$ cat config.mk
export PLATFORM = sky130hd
export DESIGN_NAME = dual_rate_clken
export DESIGN_NICKNAME = d
export VERILOG_FILES = /design/src/rtl/clken_pkg.sv /design/src/rtl/phase_counter.sv /design/src/rtl/rate_cfg_reg.sv /design/src/rtl/strobe_gen.sv /design/src/rtl/dual_rate_clken.sv
export SDC_FILE = /design/constraint.sdc
export NUM_CORES = 1
export LEC_CHECK = 0
export BUFFER_PORTS_ARGS = -buffer_cell sky130_fd_sc_hd__buf_2
export CORE_MARGIN = 5
export CORE_UTILIZATION = 29
export CTS_BUF_LIST = sky130_fd_sc_hd__clkbuf_16
export DETAILED_ROUTE_END_ITERATION = 10
export PLACE_DENSITY = 0.52
export SYNTH_ARGS = -nofsm -noshare
export SYNTH_HDL_FRONTEND = slang
export SYNTH_HIERARCHICAL = 1
export SYNTH_SLANG_ARGS = --single-unit
$ cat constraint.sdc
create_clock -name clk_i -period 2.99 [get_ports clk_i]
set_clock_uncertainty 0.05 [all_clocks]
set_input_delay 0.598 -clock clk_i [delete_from_list [all_inputs] [get_ports clk_i]]
set_output_delay 0.598 -clock clk_i [all_outputs]
set_load 0.005 [all_outputs]
$ cat src/rtl/clken_pkg.sv
package clken_pkg;
  localparam int unsigned CFG_W     = 8;
  localparam int unsigned N_PERIPH  = CFG_W - 1;
  localparam int unsigned FAST_BIT  = 0;
  localparam int unsigned SLOW_DIV  = 12;
  localparam int unsigned FAST_DIV  = SLOW_DIV / 2;
endpackage

$ cat src/rtl/phase_counter.sv
module phase_counter #(
  parameter int unsigned DIV = 12,
  localparam int unsigned CW = $clog2(DIV),
  localparam int unsigned HALF = DIV / 2
) (
  input  logic clk_i,
  input  logic rst_ni,
  output logic at_zero_o,
  output logic at_half_o,
  output logic at_last_o
);
  logic [CW-1:0] cnt_q;

  always_ff @(posedge clk_i or negedge rst_ni) begin
    if (!rst_ni)                        cnt_q <= '0;
    else if (cnt_q == CW'(DIV - 1))     cnt_q <= '0;
    else                                cnt_q <= cnt_q + 1'b1;
  end

  assign at_zero_o = (cnt_q == '0);
  assign at_half_o = (cnt_q == CW'(HALF));
  assign at_last_o = (cnt_q == CW'(DIV - 1));
endmodule

$ cat src/rtl/rate_cfg_reg.sv
module rate_cfg_reg #(
  parameter int unsigned W = 8
) (
  input  logic         clk_i,
  input  logic         rst_ni,
  input  logic         wr_en_i,
  input  logic [W-1:0] wdata_i,
  input  logic         rd_en_i,
  input  logic         boundary_i,
  output logic [W-1:0] rdata_o,
  output logic [W-1:0] act_o
);
  logic [W-1:0] stored_q, act_q, stored_d;

  assign stored_d = wr_en_i ? wdata_i : stored_q;

  always_ff @(posedge clk_i or negedge rst_ni) begin
    if (!rst_ni) begin
      stored_q <= '0;
      act_q    <= '0;
    end else begin
      stored_q <= stored_d;
      // last cycle of frame: next value becomes live at phase 0
      if (boundary_i) act_q <= stored_d;
    end
  end

  assign rdata_o = rd_en_i ? stored_q : '0;
  assign act_o   = act_q;
endmodule

$ cat src/rtl/strobe_gen.sv
module strobe_gen #(
  parameter int unsigned N = 7
) (
  input  logic         at_zero_i,
  input  logic         at_half_i,
  input  logic         fast_i,
  input  logic [N-1:0] slow_sel_i,
  output logic         cpu_en_o,
  output logic [N-1:0] periph_en_o
);
  assign cpu_en_o = at_zero_i | (fast_i & at_half_i);

  for (genvar g = 0; g < N; g++) begin : g_periph
    logic use_fast;
    assign use_fast       = fast_i & ~slow_sel_i[g];
    assign periph_en_o[g] = at_zero_i | (use_fast & at_half_i);
  end
endmodule

$ cat src/rtl/dual_rate_clken.sv
module dual_rate_clken
  import clken_pkg::*;
(
  input  logic                clk_i,
  input  logic                rst_ni,
  input  logic                wr_en_i,
  input  logic                rd_en_i,
  input  logic [CFG_W-1:0]    wdata_i,
  output logic [CFG_W-1:0]    rdata_o,
  output logic                cpu_en_o,
  output logic [N_PERIPH-1:0] periph_en_o
);
  logic             at_zero, at_half, at_last;
  logic [CFG_W-1:0] act_cfg;

  phase_counter #(.DIV(SLOW_DIV)) i_phase (
    .clk_i, .rst_ni,
    .at_zero_o(at_zero), .at_half_o(at_half), .at_last_o(at_last)
  );

  rate_cfg_reg #(.W(CFG_W)) i_cfg (
    .clk_i, .rst_ni, .wr_en_i, .wdata_i, .rd_en_i,
    .boundary_i(at_last), .rdata_o, .act_o(act_cfg)
  );

  strobe_gen #(.N(N_PERIPH)) i_strobe (
    .at_zero_i(at_zero), .at_half_i(at_half),
    .fast_i(act_cfg[FAST_BIT]),
    .slow_sel_i(act_cfg[CFG_W-1:1]),
    .cpu_en_o, .periph_en_o
  );
endmodule

==> results of run 1 <==
[flip-flops by register name (all words and copies together), names as in the netlist]
register        count
i_cfg/act_o         8
i_cfg/stored_q      8
i_phase/cnt_q       4
[stage by stage]
| stage | setup slack (ps) | instances |
|---|---|---|
| finish | 871 | 146 |
| global route | 726 | 146 |
| CTS | 836 | 146 |
| detailed placement | 1110 | 142 |
| global placement | 1150 | 142 |
| floorplan | 1340 | 71 |
[worst max-delay path, cell delays in order (launching register included)]
cell and delay [ps]:
dfrtp_1 410, inv_1 90, ha_1 140, and3b_2 170, nand2_2 100, o21bai_1 170, buf_2 140
[kinds of logic (layout without fill, tap and decap cells)]
group | after synthesis | count (layout) | share of synthesized area, %
flip-flops | 20 | 20 | 49.9
AND/OR/NAND/NOR | 19 | 19 | 12.4
multiplexers | 17 | 17 | 25.1
AO/OA/AOI/OAI | 8 | 8 | 6.49
buffers and inverters | 4 | 33 | 2.37
adder cells (fa/ha/maj) | 3 | 3 | 3.75
[worst paths after layout]
check | startpoint | to | slack [ps] | cells after the start
worst min register to register | i_phase/cnt_q[0]$_DFF_PN0_ | i_phase/cnt_q[0]$_DFF_PN0_ | 450 | 1
worst min-delay path | rst_ni | i_cfg/act_o[4]$_DFFE_PN0P_ | 250 | 1
worst max register to register | i_phase/cnt_q[1]$_DFF_PN0_ | i_cfg/act_o[2]$_DFFE_PN0P_ | 1470 | 3
min in group clk_i | i_phase/cnt_q[0]$_DFF_PN0_ | i_phase/cnt_q[0]$_DFF_PN0_ | 450 | 1
worst max-delay path | i_phase/cnt_q[0]$_DFF_PN0_ | periph_en_o[6] | 870 | 6
max in group asynchronous | rst_ni | i_cfg/stored_q[0]$_DFF_PN0_ | 2330 | 1
[synth_stat cells]
| cell type | n |
|---|---|
| ha_1 | 3 |
| o21bai_1 | 7 |
| nand4b_1 | 1 |
| mux2_4 | 16 |
| o211ai_2 | 1 |
| clkbuf_2 | 1 |
| and3b_2 | 2 |
| buf_6 | 1 |
| mux2_2 | 1 |
| dfrtp_1 | 20 |
| inv_1 | 2 |
| or3b_1 | 1 |
| nand2_2 | 1 |
| nand2b_1 | 1 |
| nor2_1 | 2 |
| and2_1 | 10 |
| nand2_1 | 1 |
[layout make-up]
type / count / area [um^2] / share of cell area (%)
Sequential cell: 20 / 500 / 39.8
Multi-Input combinational cell: 47 / 478 / 38.0
Timing Repair Buffer: 27 / 135 / 10.7
Clock buffer: 3 / 75.1 / 5.97
Tap cell: 46 / 57.6 / 4.58
Inverter: 2 / 7.51 / 0.597
Clock inverter: 1 / 3.75 / 0.299
[power groups by stage]
stage	clock network (mW)	registers, mW	logic [mW]
after global placement	0	0.308	0.0701
after detailed placement	0	0.308	0.0710
after global routing	0.287	0.306	0.0770
after floorplan	0	0.305	0.0463
after CTS	0.278	0.304	0.0718
final	0.267	0.304	0.0699
[per-layer routing]
| metal | GRT usage, % | part of all wire (%) | up-vias |
|---|---|---|---|
| met5 | 0 | 0 | - |
| met4 | 1.46 | 0.41 | 0 |
| met3 | 2.76 | 8.3 | 2 |
| met2 | 14.9 | 45 | 17 |
| met1 | 10.9 | 46 | 306 |
| li1 | - | - | 301 |
==> impl_metrics.py, run 1 <==
metrics = {
    "finish": {
        "diodes": 0,
        "drive_above_1_share_pct": 51.0,
        "final_nets": 116,
        "finish.utilization_pct": 37.7,
        "final_cell_mix": "buf_2, dfrtp_1, mux2_4",
        "fillers": 352,
        "area_delta_synth_final_pct": 25.5,
        "mostFrequentLayoutCell": "buf_2",
        "final_cell_area_um2": 1260,
    },
    "global_route": {
        "grt_use_total_pct": 8.73,
        "grt_pass1_vias": 657,
        "antenna_found_initial": 0,
        "gr-total-overflow": 0,
        "grt_first_pass_wirelength_mm": 3.06,
        "grt_max_degree": 21,
    },
    "power": {
        "vdd_drop_max_uv": 181,
        "p_total_uw": 641,
        "leakage_nw": 0.644,
        "pwr-share-clk_pct": 41.7,
        "p_sw_share_pct": 19.8,
        "intPower_uw": 514,
        "power_density_nw_per_um2": 510,
        "combPwrFrac_pct": 10.9,
        "p_seq_share_pct": 47.4,
        "p_sw_uw": 127,
    },
    "clock_tree": {
        "clk_path_buf_depth": 2,
        "clock-sinks": 20,
        "worstSkewPairLatency_ps": 250,
        "path_clk_slew_ps": 60,
        "cts_tree": "done",
        "hold_buffers": 0,
        "cts_resized": 0,
        "root_buffer": "clkbuf_16",
        "cts_setup_buffers": 0,
        "cts_made_buffers": 3,
        "h-tree-depth": 1,
    },
    "logic_synthesis": {
        "synth_top_area_share_pct": 49.9,
        "synth.avg_cell_area_um2": 14.1,
        "synthDistinctLibCells": 17,
        "synth_area_leaders": "dfrtp_1, mux2_4, and2_1",
        "netlist_area_um2": 1000,
        "synth_top_cell_by_area": "dfrtp_1",
        "synth_seq_cells": 20,
        "synth_warnings": 6,
        "ys_seq_area_share_pct": 49.9,
        "netlist_instances": 71,
        "synth_nets": 86,
    },
    "die": {
        "core_um2": 3340,
        "dieArea_um2": 4730,
        "dieWidth_um": 68.8,
        "ios": 28,
        "die_h_um": 68.8,
        "start_util_pct": 30.0,
        "rows": 21,
    },
    "setup_path": {
        "crit_path_max_fanout": 8,
        "cp-start-kind": "register",
        "worstSetupEndpointType": "output pin",
        "criticalPathCategory": "reg2out",
        "cp_data_required_time_ps": 2340,
        "crit_arrival_ps": 1470,
    },
    "placed_design": {
        "hpwl_mm": 1.45,
        "portBuffers": 27,
        "place_congestion": 0.723,
        "dpl_cell_area_um2": 1180,
    },
    "sta": {
        "setup_violations": 0,
        "fin_tns_setup_ps": 0,
        "slew_headroom_pct": 69.9,
        "tightest_slew_ps": 452,
        "hold_violations": 0,
        "max_freq_ghz": 0.472,
        "period_minus_slack_ps": 2120,
        "finalMaxSlewViolations": 0,
        "whs_ps": 247,
        "fin_crit_sh_pct": 70.9,
        "rsz0062_at_grt": "false",
    },
    "routing": {
        "wirelength_mm": 1.96,
        "drc_errors": 0,
        "ant_nets": 0,
        "dr.pass1.iters": 2,
        "avgViaCountPerCell": 4.29,
        "num_vias": 626,
        "wl_per_cell_um": 13.4,
        "initialDrtViolationCount": 35,
    },
    "outcome": {
        "status": "finished, final reports clean",
    },
    "min_path": {
        "hold_class": "in2async",
    },
    "flow_run": {
        "maxCapViolCount": 0,
    },
}
(Power assumes the default switching activity.)
==> run 2, diff against run 1 <==
==> constraint.sdc (replaced) <==
create_clock -name clk_i -period 2.05 [get_ports clk_i]
set_clock_uncertainty 0.05 [all_clocks]
set_input_delay 0.41 -clock clk_i [delete_from_list [all_inputs] [get_ports clk_i]]
set_output_delay 0.41 -clock clk_i [all_outputs]
set_load 0.005 [all_outputs]
==> impl_metrics.py, run 2 (synthesis results as in run 1) <==
metrics = {
    "global_route": {
        "gr-total-overflow": 0,
        "grt_first_pass_wirelength_mm": 3.11,
        "grt_use_total_pct": 8.98,
        "grt_pass1_vias": 666,
        "antenna_found_initial": 0,
        "grt_max_degree": 21,
    },
    "sta": {
        "finalWorstSetupSlack_ps": 131,
        "max_freq_ghz": 0.521,
        "tightest_slew_ps": 451,
        "period_minus_slack_ps": 1920,
        "setup_violations": 0,
        "slew_headroom_pct": 69.9,
        "rsz0062_at_grt": "false",
        "fin_tns_setup_ps": 0,
        "hold_violations": 0,
        "finalMaxSlewViolations": 0,
        "whs_ps": 57.3,
        "fin_crit_sh_pct": 93.6,
    },
    "finish": {
        "regArea_um2": 500,
        "drive_above_1_share_pct": 52.0,
        "final_nets": 116,
        "diodes": 0,
        "final_cell_mix": "buf_2, dfrtp_1, mux2_4",
        "final_cell_area_um2": 1270,
        "mostFrequentLayoutCell": "buf_2",
        "multi_input_area_um2": 494,
        "area_delta_synth_final_pct": 27.1,
        "fillers": 331,
    },
    "die": {
        "start_util_pct": 30.0,
        "dieArea_um2": 4730,
        "core_um2": 3340,
        "rows": 21,
        "dieWidth_um": 68.8,
        "ios": 28,
        "die_h_um": 68.8,
    },
    "clock_tree": {
        "cts_setup_buffers": 0,
        "h-tree-depth": 1,
        "hold_buffers": 0,
        "path_clk_slew_ps": 50,
        "cts_tree": "done",
        "clk_path_buf_depth": 2,
        "cts_made_buffers": 3,
        "root_buffer": "clkbuf_16",
        "worstSkewPairLatency_ps": 250,
        "clock-sinks": 20,
    },
    "setup_path": {
        "crit_arrival_ps": 1460,
        "cp_data_required_time_ps": 1590,
        "criticalPathCategory": "reg2out",
        "cp-start-kind": "register",
        "crit_path_max_fanout": 8,
        "worstSetupEndpointType": "output pin",
    },
    "routing": {
        "wirelength_mm": 1.97,
        "wl_per_cell_um": 13.5,
        "initialDrtViolationCount": 25,
        "num_vias": 629,
        "drc_errors": 0,
        "avgViaCountPerCell": 4.31,
        "dr.pass1.iters": 4,
        "ant_nets": 0,
    },
    "power": {
        "leakage_nw": 0.657,
        "vdd_drop_max_uv": 282,
        "p_total_uw": 937,
        "power_density_nw_per_um2": 735,
    },
    "placed_design": {
        "portBuffers": 27,
        "hpwl_mm": 1.46,
        "dpl_cell_area_um2": 1180,
        "place_congestion": 0.723,
        "preCtsSetupSlack_ps": 359,
    },
    "outcome": {
        "status": "finished, final reports clean",
    },
    "min_path": {
        "hold_class": "in2async",
    },
    "flow_run": {
        "maxCapViolCount": 0,
    },
}
run 2: cell counts in the layout (fill, tap and decap cells not counted):
No cell type changed its count.
run 2: cell type report:
class                           count  area share [%]
Tap cell                           46            4.52
Inverter                            2           0.589
Clock inverter                      1           0.295
Sequential cell                    20            39.3
Clock buffer                        3            5.89
Timing Repair Buffer               27            10.6
Multi-Input combinational cell     47            38.8
run 2: final timing paths:
| check | startpoint | end | slack (ps) | cells after the start |
|---|---|---|---|---|
| worst max-delay path | i_phase/cnt_q[0]$_DFF_PN0_ | periph_en_o[1] | 130 | 6 |
| worst min-delay path | rst_ni | i_cfg/act_o[4]$_DFFE_PN0P_ | 60 | 1 |
| worst max register to register | i_phase/cnt_q[1]$_DFF_PN0_ | i_cfg/act_o[7]$_DFFE_PN0P_ | 540 | 3 |
| worst min register to register | i_phase/cnt_q[0]$_DFF_PN0_ | i_phase/cnt_q[0]$_DFF_PN0_ | 450 | 1 |
| max in group asynchronous | rst_ni | i_cfg/stored_q[3]$_DFF_PN0_ | 1580 | 1 |
| min in group clk_i | wdata_i[5] | i_cfg/stored_q[5]$_DFF_PN0_ | 350 | 2 |
run 2: power by group:
| part | switching (mW) | total, mW | internal [mW] |
|---|---|---|---|
| Combinational | 0.0372 | 0.102 | 0.0644 |
| Sequential | 0.0181 | 0.445 | 0.427 |
| Clock | 0.131 | 0.390 | 0.259 |
run 2: worst max-delay path: stages (launching register included):
cell      delay, ps
dfrtp_1         410
inv_1            90
ha_1            130
and3b_2         200
nand2_4          90
o21bai_1        160
buf_2           140
run 2: routing by layer:
| layer | vias to the layer above | GRT usage [%] | part of all wire, % | wire (um) |
|---|---|---|---|---|
| met5 | - | 0 | 0 | 0 |
| met4 | 0 | 3.65 | 1.4 | 27 |
| met3 | 4 | 2.43 | 7.5 | 148 |
| met2 | 19 | 15.0 | 45 | 893 |
| met1 | 302 | 10.9 | 46 | 901 |
| li1 | 304 | - | - | - |
run 2: timing repair:
item,4_1_cts,5_1_grt
hold endpoints to repair,0,0
setup endpoints to repair,0,2
resized for setup,0,2
run 2: per-stage QoR:
stage,utilization [%],instances
after floorplan,-,71
after global placement,35.3,142
after detailed placement,35.3,142
after CTS,37.7,146
after global routing,38.2,146
final,38.2,146
==> run 3, diff against run 2 <==
--- a/config.mk
+++ b/config.mk
@@ -8,7 +8,6 @@
 export BUFFER_PORTS_ARGS = -buffer_cell sky130_fd_sc_hd__buf_2
 export CORE_MARGIN = 5
 export CORE_UTILIZATION = 29
-export CTS_BUF_LIST = sky130_fd_sc_hd__clkbuf_16
 export DETAILED_ROUTE_END_ITERATION = 10
 export PLACE_DENSITY = 0.52
 export SYNTH_ARGS = -nofsm -noshare
==> constraint.sdc (replaced) <==
create_clock -name clk_i -period 1.85 [get_ports clk_i]
set_clock_uncertainty 0.05 [all_clocks]
set_input_delay 0.37 -clock clk_i [delete_from_list [all_inputs] [get_ports clk_i]]
set_output_delay 0.37 -clock clk_i [all_outputs]
set_load 0.005 [all_outputs]
==> impl_metrics.py, run 3 (synthesis results as in run 1) <==
metrics = {
    "outcome": {
        "status": "finished, violations left",
        "violations": "negative setup slack",
    },
    "placed_design": {
        "dpl.cell_count": 142,
        "preCtsSetupSlack_ps": 199,
        "hpwl_mm": 1.46,
        "portBuffers": 27,
        "place_congestion": 0.723,
        "dpl_cell_area_um2": 1180,
    },
    "die": {
        "rows": 21,
        "ios": 28,
        "core_um2": 3340,
        "die_h_um": 68.8,
        "dieArea_um2": 4730,
        "dieWidth_um": 68.8,
        "start_util_pct": 30.0,
    },
    "finish": {
        "layout.cells.non_filler": 150,
        "final_nets": 120,
        "final_cell_mix": "buf_2, dfrtp_1, mux2_4",
        "area_delta_synth_final_pct": 26.2,
        "fillers": 336,
        "finish.utilization_pct": 37.9,
        "mostFrequentLayoutCell": "buf_2",
        "diodes": 0,
        "final_cell_area_um2": 1260,
        "drive_above_1_share_pct": 55.8,
    },
    "sta": {
        "hold_violations": 0,
        "rsz0062_at_grt": "true",
        "finalMaxSlewViolations": 0,
        "tightest_slew_ps": 456,
        "period_minus_slack_ps": 1930,
        "max_freq_ghz": 0.519,
        "whs_ps": 253,
        "fin_tns_setup_ps": -211,
        "finalWorstSetupSlack_ps": -76.3,
        "slew_headroom_pct": 69.6,
        "setup_violations": 7,
        "fin_crit_sh_pct": 104,
    },
    "clock_tree": {
        "worstSkewPairLatency_ps": 300,
        "clk_path_buf_depth": 2,
        "path_clk_slew_ps": 110,
        "cts_tree": "done",
        "clock-sinks": 20,
        "root_buffer": "clkbuf_4",
        "cts_made_buffers": 3,
        "h-tree-depth": 1,
    },
    "global_route": {
        "gr-total-overflow": 0,
        "grt_max_degree": 21,
        "grt_first_pass_wirelength_mm": 3.15,
        "grt_use_total_pct": 9.18,
        "grt_pass1_vias": 683,
        "antenna_found_initial": 0,
    },
    "power": {
        "vdd_drop_max_uv": 212,
        "p_total_uw": 855,
        "power_density_nw_per_um2": 676,
        "leakage_nw": 0.656,
    },
    "routing": {
        "wl_per_cell_um": 13.3,
        "num_vias": 643,
        "ant_nets": 0,
        "wirelength_mm": 2.00,
        "dr.pass1.iters": 2,
        "avgViaCountPerCell": 4.29,
        "drc_errors": 0,
        "initialDrtViolationCount": 19,
    },
    "setup_path": {
        "cp_data_required_time_ps": 1430,
        "crit_path_top_delay_cell": "dfrtp_1",
        "cp-start-kind": "register",
        "crit_arrival_ps": 1510,
        "criticalPathCategory": "reg2out",
        "max_stage_delay_ps": 410,
        "crit_path_max_fanout": 8,
        "worstSetupEndpointType": "output pin",
        "path_cells": "inv_2 -> ha_1 -> and3b_2 -> nand2_4 -> o21bai_1 -> buf_2",
    },
    "min_path": {
        "hold_class": "in2reg",
    },
    "flow_run": {
        "maxCapViolCount": 0,
    },
}
-- run 3: metal layers --
metal	up-vias	GRT usage [%]	routed length (um)
met5	-	0	0
met4	0	3.65	42
met3	6	2.92	141
met2	21	15.4	896
met1	305	10.9	914
li1	311	-	-
-- run 3: area by class of cell --
cell class,instances,area [um^2],share of cell area [%]
sequential,20,500,39.6
multi-input combinational,47,495,39.2
timing repair buffer,31,168,13.3
tap,46,57.6,4.55
clock buffer,4,36.3,2.87
inverter,2,7.51,0.593
-- run 3: path summary, 6_finish.rpt --
| check | from | endpoint | slack, ps | cells past startpoint |
|---|---|---|---|---|
| min in group asynchronous | rst_ni | i_cfg/act_o[4]$_DFFE_PN0P_ | 480 | 2 |
| max in group asynchronous | rst_ni | i_cfg/stored_q[3]$_DFF_PN0_ | 950 | 2 |
| worst max-delay path | i_phase/cnt_q[0]$_DFF_PN0_ | periph_en_o[1] | -80 | 6 |
| worst min-delay path | wdata_i[5] | i_cfg/stored_q[5]$_DFF_PN0_ | 250 | 2 |
| worst max register to register | i_phase/cnt_q[0]$_DFF_PN0_ | i_cfg/act_o[6]$_DFFE_PN0P_ | 120 | 5 |
| worst min register to register | i_cfg/act_o[3]$_DFFE_PN0P_ | i_cfg/act_o[3]$_DFFE_PN0P_ | 470 | 1 |
-- run 3: critical path: cells and delay by family (launching register included) --
kind | cells | cell delay [ps]
adders and majority gates | 1 | 130
AOI/OAI and AO/OA | 1 | 180
DFF | 1 | 410
and+or+nand+nor | 2 | 290
buffers and inverters | 2 | 210
-- run 3: report_power, final --
part	leakage (nW)	internal [mW]	switching (mW)
Clock	0.0210	0.120	0.129
Sequential	0.239	0.472	0.0199
Combinational	0.396	0.0728	0.0412
-- run 3: timing repair --
action,4_1_cts,5_1_grt
buffers inserted,2,1
hold buffers,1,0
pin swaps,3,5
gates resized for setup,3,1
endpoints found under the setup margin,8,8
hold endpoints to repair,20,0
